==> config.mk <==
export PLATFORM = sky130hd
export DESIGN_NAME = dmaWriteCapture
export DESIGN_NICKNAME = d
export VERILOG_FILES = /design/src/rtl/dmaw_pkg.sv /design/src/rtl/dmawDatapath.sv /design/src/rtl/dmawControl.sv /design/src/rtl/dmaWriteCapture.sv
export SDC_FILE = /design/constraint.sdc
export NUM_CORES = 1
export LEC_CHECK = 0
export ABC_CLOCK_PERIOD_IN_PS = 2500
export BUFFER_PORTS_ARGS = -buffer_cell sky130_fd_sc_hd__buf_2
export CAP_MARGIN = 20
export CORE_UTILIZATION = 38
export DETAILED_ROUTE_END_ITERATION = 10
export PLACE_DENSITY = 0.7
export SLEW_MARGIN = 20
export SYNTH_ARGS = -nofsm -noshare
export SYNTH_HDL_FRONTEND = slang
export SYNTH_SLANG_ARGS = --single-unit
==> constraint.sdc <==
create_clock -name clk -period 2.5 [get_ports clk]
set_input_delay 0.25 -clock clk [delete_from_list [all_inputs] [get_ports clk]]
set_output_delay 0.25 -clock clk [all_outputs]
set_load 0.02 [all_outputs]
==> src/rtl/dmaw_pkg.sv <==
package dmaw_pkg;
  typedef enum logic [1:0] {
    ST_IDLE = 2'd0,
    ST_REQ  = 2'd1,
    ST_CAP  = 2'd2,
    ST_HOLD = 2'd3
  } dmawState_t;

  typedef struct packed {
    logic captureEn;
    logic cycleOpen;
  } dmawStrobes_t;
endpackage

==> src/rtl/dmawDatapath.sv <==
module dmawDatapath #(
  parameter int DATA_W = 16
) (
  input  logic                 clk,
  input  logic                 rst,
  input  logic                 ackN,
  input  logic [DATA_W-1:0]    dataIn,
  input  dmaw_pkg::dmawStrobes_t strb,
  output logic                 ackS1,
  output logic                 ackS2,
  output logic                 wordValid,
  output logic [DATA_W-1:0]    wordData
);
  logic               syncA;
  logic               syncB;
  logic               validQ;
  logic [DATA_W-1:0]  dataQ;

  // two-flop synchronizer on the active-high form of the acknowledge
  always_ff @(posedge clk) begin
    if (rst) begin
      syncA <= 1'b0;
      syncB <= 1'b0;
    end else begin
      syncA <= ~ackN;
      syncB <= syncA;
    end
  end

  // capture register and valid strobe
  always_ff @(posedge clk) begin
    if (rst) begin
      dataQ  <= '0;
      validQ <= 1'b0;
    end else begin
      validQ <= strb.captureEn;
      if (strb.captureEn) dataQ <= dataIn;
    end
  end

  assign ackS1     = syncA;
  assign ackS2     = syncB;
  assign wordValid = validQ;
  assign wordData  = dataQ;

  // the valid strobe lasts a single cycle
  assert_valid_single_R4: assert property (@(posedge clk) disable iff (rst)
    validQ |=> !validQ);

  // word output only moves together with the strobe
  assert_data_stable_R9: assert property (@(posedge clk) disable iff (rst)
    !$stable(dataQ) |-> validQ);

  // capture happens only inside an open cycle
  assert_capture_in_cycle_R4: assert property (@(posedge clk) disable iff (rst)
    strb.captureEn |-> strb.cycleOpen);
endmodule

==> src/rtl/dmawControl.sv <==
module dmawControl #(
  parameter int SAMPLE_EDGE = 3
) (
  input  logic                   clk,
  input  logic                   rst,
  input  logic                   sinkReady,
  input  logic                   ackS1,
  input  logic                   ackS2,
  output logic                   reqN,
  output dmaw_pkg::dmawStrobes_t strb
);
  import dmaw_pkg::*;

  localparam int CNT_W = (SAMPLE_EDGE > 2) ? $clog2(SAMPLE_EDGE) : 1;
  localparam logic [CNT_W-1:0] CNT_START = CNT_W'(2);
  localparam logic [CNT_W-1:0] CNT_LAST  = CNT_W'(SAMPLE_EDGE - 1);

  dmawState_t        stateQ;
  logic              reqNQ;
  logic [CNT_W-1:0]  edgeCnt;
  logic              atSample;

  assign atSample = (stateQ == ST_CAP) && (edgeCnt == CNT_LAST);

  always_ff @(posedge clk) begin
    if (rst) begin
      stateQ  <= ST_IDLE;
      reqNQ   <= 1'b1;
      edgeCnt <= '0;
    end else begin
      case (stateQ)
        ST_IDLE: begin
          if (sinkReady && !ackS2) begin
            stateQ <= ST_REQ;
            reqNQ  <= 1'b0;
          end
        end
        ST_REQ: begin
          // latch the acknowledge from the first synchronizer stage
          if (ackS1) begin
            stateQ  <= ST_CAP;
            reqNQ   <= 1'b1;
            edgeCnt <= CNT_START;
          end
        end
        ST_CAP: begin
          if (edgeCnt == CNT_LAST) begin
            stateQ  <= ST_HOLD;
            edgeCnt <= '0;
          end else begin
            edgeCnt <= edgeCnt + CNT_W'(1);
          end
        end
        ST_HOLD: begin
          if (!ackS2) begin
            if (sinkReady) begin
              stateQ <= ST_REQ;
              reqNQ  <= 1'b0;
            end else begin
              stateQ <= ST_IDLE;
            end
          end
        end
        default: stateQ <= ST_IDLE;
      endcase
    end
  end

  assign reqN           = reqNQ;
  assign strb.captureEn = atSample;
  assign strb.cycleOpen = (stateQ == ST_CAP);

  // a request starts only with the sink ready
  assert_req_needs_sink_R2: assert property (@(posedge clk) disable iff (rst)
    $fell(reqNQ) |-> $past(sinkReady));

  // a request starts only with the synchronized acknowledge released
  assert_req_after_release_R6: assert property (@(posedge clk) disable iff (rst)
    $fell(reqNQ) |-> !$past(ackS2));

  // no request is outstanding while a word is being sampled
  assert_req_off_at_sample_R3: assert property (@(posedge clk) disable iff (rst)
    atSample |-> reqNQ);
endmodule

==> src/rtl/dmaWriteCapture.sv <==
module dmaWriteCapture #(
  parameter int DATA_W      = 16,
  parameter int SAMPLE_EDGE = 3
) (
  input  logic              clk,
  input  logic              rst,
  input  logic              sinkReady,
  input  logic              ackN,
  input  logic [DATA_W-1:0] dataIn,
  output logic              reqN,
  output logic              wordValid,
  output logic [DATA_W-1:0] wordData
);
  dmaw_pkg::dmawStrobes_t strb;
  logic ackS1;
  logic ackS2;

  dmawControl #(.SAMPLE_EDGE(SAMPLE_EDGE)) uCtrl (
    .clk       (clk),
    .rst       (rst),
    .sinkReady (sinkReady),
    .ackS1     (ackS1),
    .ackS2     (ackS2),
    .reqN      (reqN),
    .strb      (strb)
  );

  dmawDatapath #(.DATA_W(DATA_W)) uData (
    .clk       (clk),
    .rst       (rst),
    .ackN      (ackN),
    .dataIn    (dataIn),
    .strb      (strb),
    .ackS1     (ackS1),
    .ackS2     (ackS2),
    .wordValid (wordValid),
    .wordData  (wordData)
  );
endmodule

Yosys cells after proc, flatten, opt, wreduce, memory -nomap -nowiden
Cells that the tools add are included.
{"block": "totals", "register_bits": 24, "latchBits": 0, "ram_bits": 0, "rom_bits": 0, "input_bits": 20, "output_inout_bits": 18, "elab_cells": 40, "n_memories": 0}
{"block": "op_classes", "n_addsub": 1, "multipliers": 0, "div_mod_pow": 0, "n_lt_le_gt_ge": 0, "n_eq_ne": 9, "shifts": 0, "n_mux": 13, "n_bitwise": 1, "reduce_logical": 9}
{"op": "2-bit two-way mux", "n": 5}
{"op": "2-bit one-hot mux with 4 select lines", "n": 1}
{"op": "2-bit == test, second input constant", "n": 3}
{"op": "2-bit by 1-bit inequality test with 1-bit output, second input constant", "n": 3}
{"op": "1-bit two-way mux", "n": 5}
{"op": "5-bit AND reduction", "n": 1}
{"op": "2-bit inequality test, second input constant", "n": 2}
{"op": "2-bit one-hot mux with 2 select lines", "n": 1}
{"op": "4-bit AND reduction", "n": 1}
{"op": "1-bit one-hot mux with 3 select lines", "n": 1}
{"op": "3-bit nonzero test", "n": 1}
{"op": "2-bit by 1-bit adder with 2-bit output, second input constant", "n": 1}
{"op": "2-bit by 1-bit == test with 1-bit output, second input constant", "n": 1}
{"op": "1-bit logical AND", "n": 2}
{"op": "2-bit zero test", "n": 1}
{"op": "2-bit AND reduction", "n": 1}
{"op": "2-bit nonzero test", "n": 1}
{"op": "1-bit zero test", "n": 1}
{"op": "1-bit NOT", "n": 1}

Logic depth before layout (Yosys ltp)
{"block": "depth", "depth_word": 4, "depth_mapped": 8, "ltp_nobuf": 6}

Cells and area by module
From an unflattened synthesis, not the netlist that was laid out.
{"block": "unflattened", "hier_cells": 98, "hier_area_um2": 1009.7}
{"module": "dmawDatapath", "instances": 1, "cells_each": 58, "area_each_um2": 658.1, "seq_area_each_um2": 380.4}
{"module": "dmawControl", "instances": 1, "cells_each": 40, "area_each_um2": 351.6, "seq_area_each_um2": 100.1}

Worst setup path after synthesis
Ideal clock, no wire load.
{"block": "synth_timing", "path_kind": "register -> register", "start": "register uCtrl.stateQ[0]", "end": "register uData.dataQ[0], in the netlist uData.wordData[0]", "setup_time_ns": 0.139, "t_arrival_ns": 1.347, "t_required_ns": 2.361, "setup_slack_ns": 1.013, "path_stages_with_launch": 9, "path_buffers": 2, "synth_period_minus_slack_ns": 1.487, "cell_sequence": "dfxtp_1 > inv_1 > ha_1 > and2b_4 > and2_4 > buf_6 > buf_12 > nand2_2 > a21oi_2"}
{"block": "synth_between", "elab_chain_len": 2}
{"element": "start: declaration", "line": "dmawControl.sv:18", "source": "dmawState_t stateQ;"}
{"element": "start signal: assignment", "line": "dmawControl.sv:27", "source": "stateQ <= ST_IDLE;"}
{"element": "start signal: assignment", "line": "dmawControl.sv:34", "source": "stateQ <= ST_REQ;"}
{"element": "start signal: assignment", "line": "dmawControl.sv:41", "source": "stateQ <= ST_CAP;"}
{"element": "2-bit == test"}
{"element": "1-bit logical AND", "line": "dmawControl.sv:23", "source": "assign atSample = (stateQ == ST_CAP) && (edgeCnt == CNT_LAST);"}
{"element": "end signal: assignment", "line": "dmawDatapath.sv:37", "source": "if (strb.captureEn) dataQ <= dataIn;"}
{"element": "end: declaration", "line": "dmawDatapath.sv:17", "source": "logic [DATA_W-1:0] dataQ;"}
No other way between the ends.
A chain may end at the register's enable or synchronous reset.

Final worst setup path
{"block": "layout_timing", "start": "register uCtrl.stateQ[1]", "end": "register uCtrl.stateQ[1]"}
{"block": "layout_between", "elab_chain_len": 3, "word_cells_on_any_way": 10, "cone_classes": "7 x eq/ne; 1 x mux; 2 x reduce/logical"}
{"element": "2-bit == test (tied with other cells)", "line": "dmawControl.sv:31", "source": "case (stateQ)"}
{"element": "2-bit inequality test (no line) or 2-bit by 1-bit inequality test with 1-bit output (tied branches)"}
{"element": "4-bit AND reduction (no line)"}
Several ways; a longest one is shown, not always the timed one.

==> flow_metrics.tcl <==
set metrics [dict create \
    dr.pass1.iters 4 \
    synth_simple_gate_area_share 0.245 \
    setup_viol 0 \
    grt_remaining_overflow 0 \
    worstPathArrival_ns 1.81 \
    syn_area_mm2 0.00110 \
    syn2layout_area_growth_pct 18.3 \
    cp_top_family "compound AO/OA/AOI/OAI gates" \
    grt_pass1_vias 933 \
    critPathBufInv 1 \
    finalHoldViolCount 0 \
    whs_ns 0.0852 \
    gp_congestion 0.811 \
    drtIter0Drc 10 \
    max_slew_margin 0.624 \
    pre_cts_slack_ns 0.921 \
    synthArstFlopShare 0 \
    setup_ws_ns 0.903 \
    clk_latency_ns 0.30 \
    synthXorXnorAreaFrac 0.00794 \
    dieWidth_um 55.9 \
    crit_required_ns 2.72 \
    rsz0062_at_grt "no" \
    yosysUniqueCellTypes 32 \
    synth_warnings 0 \
    seq_area_um2 480 \
    grt_max_degree 27 \
    synthMuxAreaShare 0.00907 \
    ant_nets 0 \
    synth-compound-area-share 0.190 \
    io_pins 38 \
    grt_pass1_wl_mm 3.73 \
    tightest_slew_ns 0.564 \
    clkSinkCount 24 \
    avgRoutedWirePerCell_um 11.3 \
    grtUsageTotal 0.149 \
    tns_ns 0 \
    synth_top_family_by_area "simple AND/OR/NAND/NOR gates" \
    cp_slowest_cell "dfxtp_1" \
    ctsResizeCount 0 \
    cellLeakagePower_nw 0.559 \
    hold_buffers 0 \
    die-area_mm2 0.00312 \
    nets 179 \
    cts_buffer_depth 2 \
    drt_wl_total_mm 2.10 \
    peakVddDrop_uv 405 \
    multi_input_area_um2 549 \
    fin_crit_sh 0.639 \
    portBuffers 37 \
    synthAdderAreaFrac 0.0454 \
    cts_tree "yes" \
    critPathMaxFanout 5 \
    start_util 0.400 \
    diodes 0 \
    seq_area_frac_synth 0.435 \
    synthCells 119 \
    cts-root-buf "clkbuf_4" \
    cts_setup_buffers 0 \
    synth_top_area_frac 0.435 \
    antenna_found_initial 0 \
    cap_violations 0 \
    drive_gt1_frac 0.461 \
    min_period_ns 1.60 \
    synth.area.top_cells "dfxtp_1 44%, nand2_1 8.5%, a21oi_2 7.9%" \
    synth_edf_count 0 \
    endpoint_kind "register" \
    drv_slew 0 \
    p_per_area_mw_per_mm2 765 \
    fmaxAchievable_ghz 0.626 \
    htree_levels 1 \
    core.rowCount 19 \
    drc_errors 0 \
    worstHoldPathType "input port to register" \
    fp.dieH_um 55.9 \
    path_clk_slew_ns 0.13 \
    yosysTopAreaCell "dfxtp_1" \
    path_class "register to register" \
    vias 898 \
    cts_made_buffers 3 \
    dp_hpwl_mm 1.57 \
    core-area_mm2 0.00276 \
    path_cells "inv_1, ha_1, nor2b_4, a221oi_2, nand2_1, a31o_1" \
    syn_area_per_cell_um2 9.27 \
    synthFlopType "dfxtp_1" \
    fillers 262 \
    synth-seq-cells 24 \
    synthesis.nets 143 \
    critical-path-max-stage-delay_ns 0.42 \
    viasPerCell 4.85 \
    start_kind "register" \
    fin_worst_skew_ns 0.00508 \
    status "finished, final reports clean" \
]
sequential cells by signal, summed over array words and instances, names as in the netlist:
register	count
uCtrl.edgeCnt	2
uCtrl.reqN	1
uCtrl.stateQ	2
uData.ackS1	1
uData.ackS2	1
uData.wordData	16
uData.wordValid	1
worst reg2reg max path: cells and delay by family, from the launching register on:
family | cells | cell delay [ns]
AO/OA/AOI/OAI | 2 | 0.49
adder cells (fa/ha/maj) | 1 | 0.22
buffers and inverters | 1 | 0.10
flip-flops | 1 | 0.42
AND/OR/NAND/NOR | 2 | 0.28
cells in the final DEF (no fill, tap or decap):
master and n:
a22oi_1 1, mux2i_1 1, clkbuf_8 1, nor2b_4 1, xnor2_1 1, and2_4 1
inv_1 4, nand2_1 25, nor2_1 6, and2b_1 1, nand2b_1 2, a211oi_1 1
o21ai_0 1, dfxtp_1 24, a31o_1 1, a21oi_1 9, buf_2 37, and4_2 1
clkbuf_4 3, and2b_2 1, nand2_2 11, and2b_4 1, and3_2 1, ha_1 4
a21oi_2 10, o31ai_2 1, a2111oi_1 1, a221oi_2 1, nor2b_1 1, a311o_2 1
synth_stat cells, drive strengths merged, types with 2 or more instances:
cell type  instances
nor2b              2
nand2             36
clkbuf             2
nor2               6
dfxtp             24
buf                4
ha                 4
a21oi             19
inv                4
and2b              3
nand2b             2
routing by layer:
metal  up-vias  global-route usage  wire, um
met3         2              0.0302        64
li1        458                   -         -
met4         0              0.0627        16
met1       418               0.168       939
met2        20               0.272      1080
met5         -                   0         0
stage by stage:
stage	std cells	utilization	total power (W)	area (um2)
final	185	0.473	0.000998	1310
after CTS	185	0.473	0.00101	1310
after global routing	185	0.473	0.00107	1310
after floorplan	119	-	0.000734	1100
after detailed placement	181	0.460	0.000812	1270
after global placement	181	0.460	0.000785	1270
layout make-up:
class	instances	share of cell area
Multi-Input combinational cell	85	0.421
Sequential cell	24	0.368
Timing Repair Buffer	37	0.142
Tap cell	31	0.0297
Clock buffer	4	0.0278
Inverter	4	0.0115
worst paths after layout:
| kind | start | cells after the start | slack [ns] | end |
|---|---|---|---|---|
| min reg2reg | uData.wordData[6] | 2 | 0.47 | uData.wordData[6] |
| max | uCtrl.stateQ[1] | 6 | 0.90 | uCtrl.stateQ[1] |
| min | ackN | 2 | 0.09 | uData.ackS1 |
| max reg2reg | uCtrl.stateQ[1] | 6 | 0.90 | uCtrl.stateQ[1] |
power breakdown:
part / internal (W) / switching, W
clock network: 0.0000888 / 0.000109
logic: 0.000147 / 0.000184
registers: 0.000428 / 0.0000419
total: 0.000664 / 0.000335
cell families after synthesis:
logic type                 after synthesis
xor gates and xnor gates                 1
adders and majority gates                4
AOI/OAI and AO/OA                       27
muxes                                    1
buffers and inverters                   10
DFF                                     24
and+or+nand+nor                         52
No activity file was read; power rests on OpenSTA's default activity.
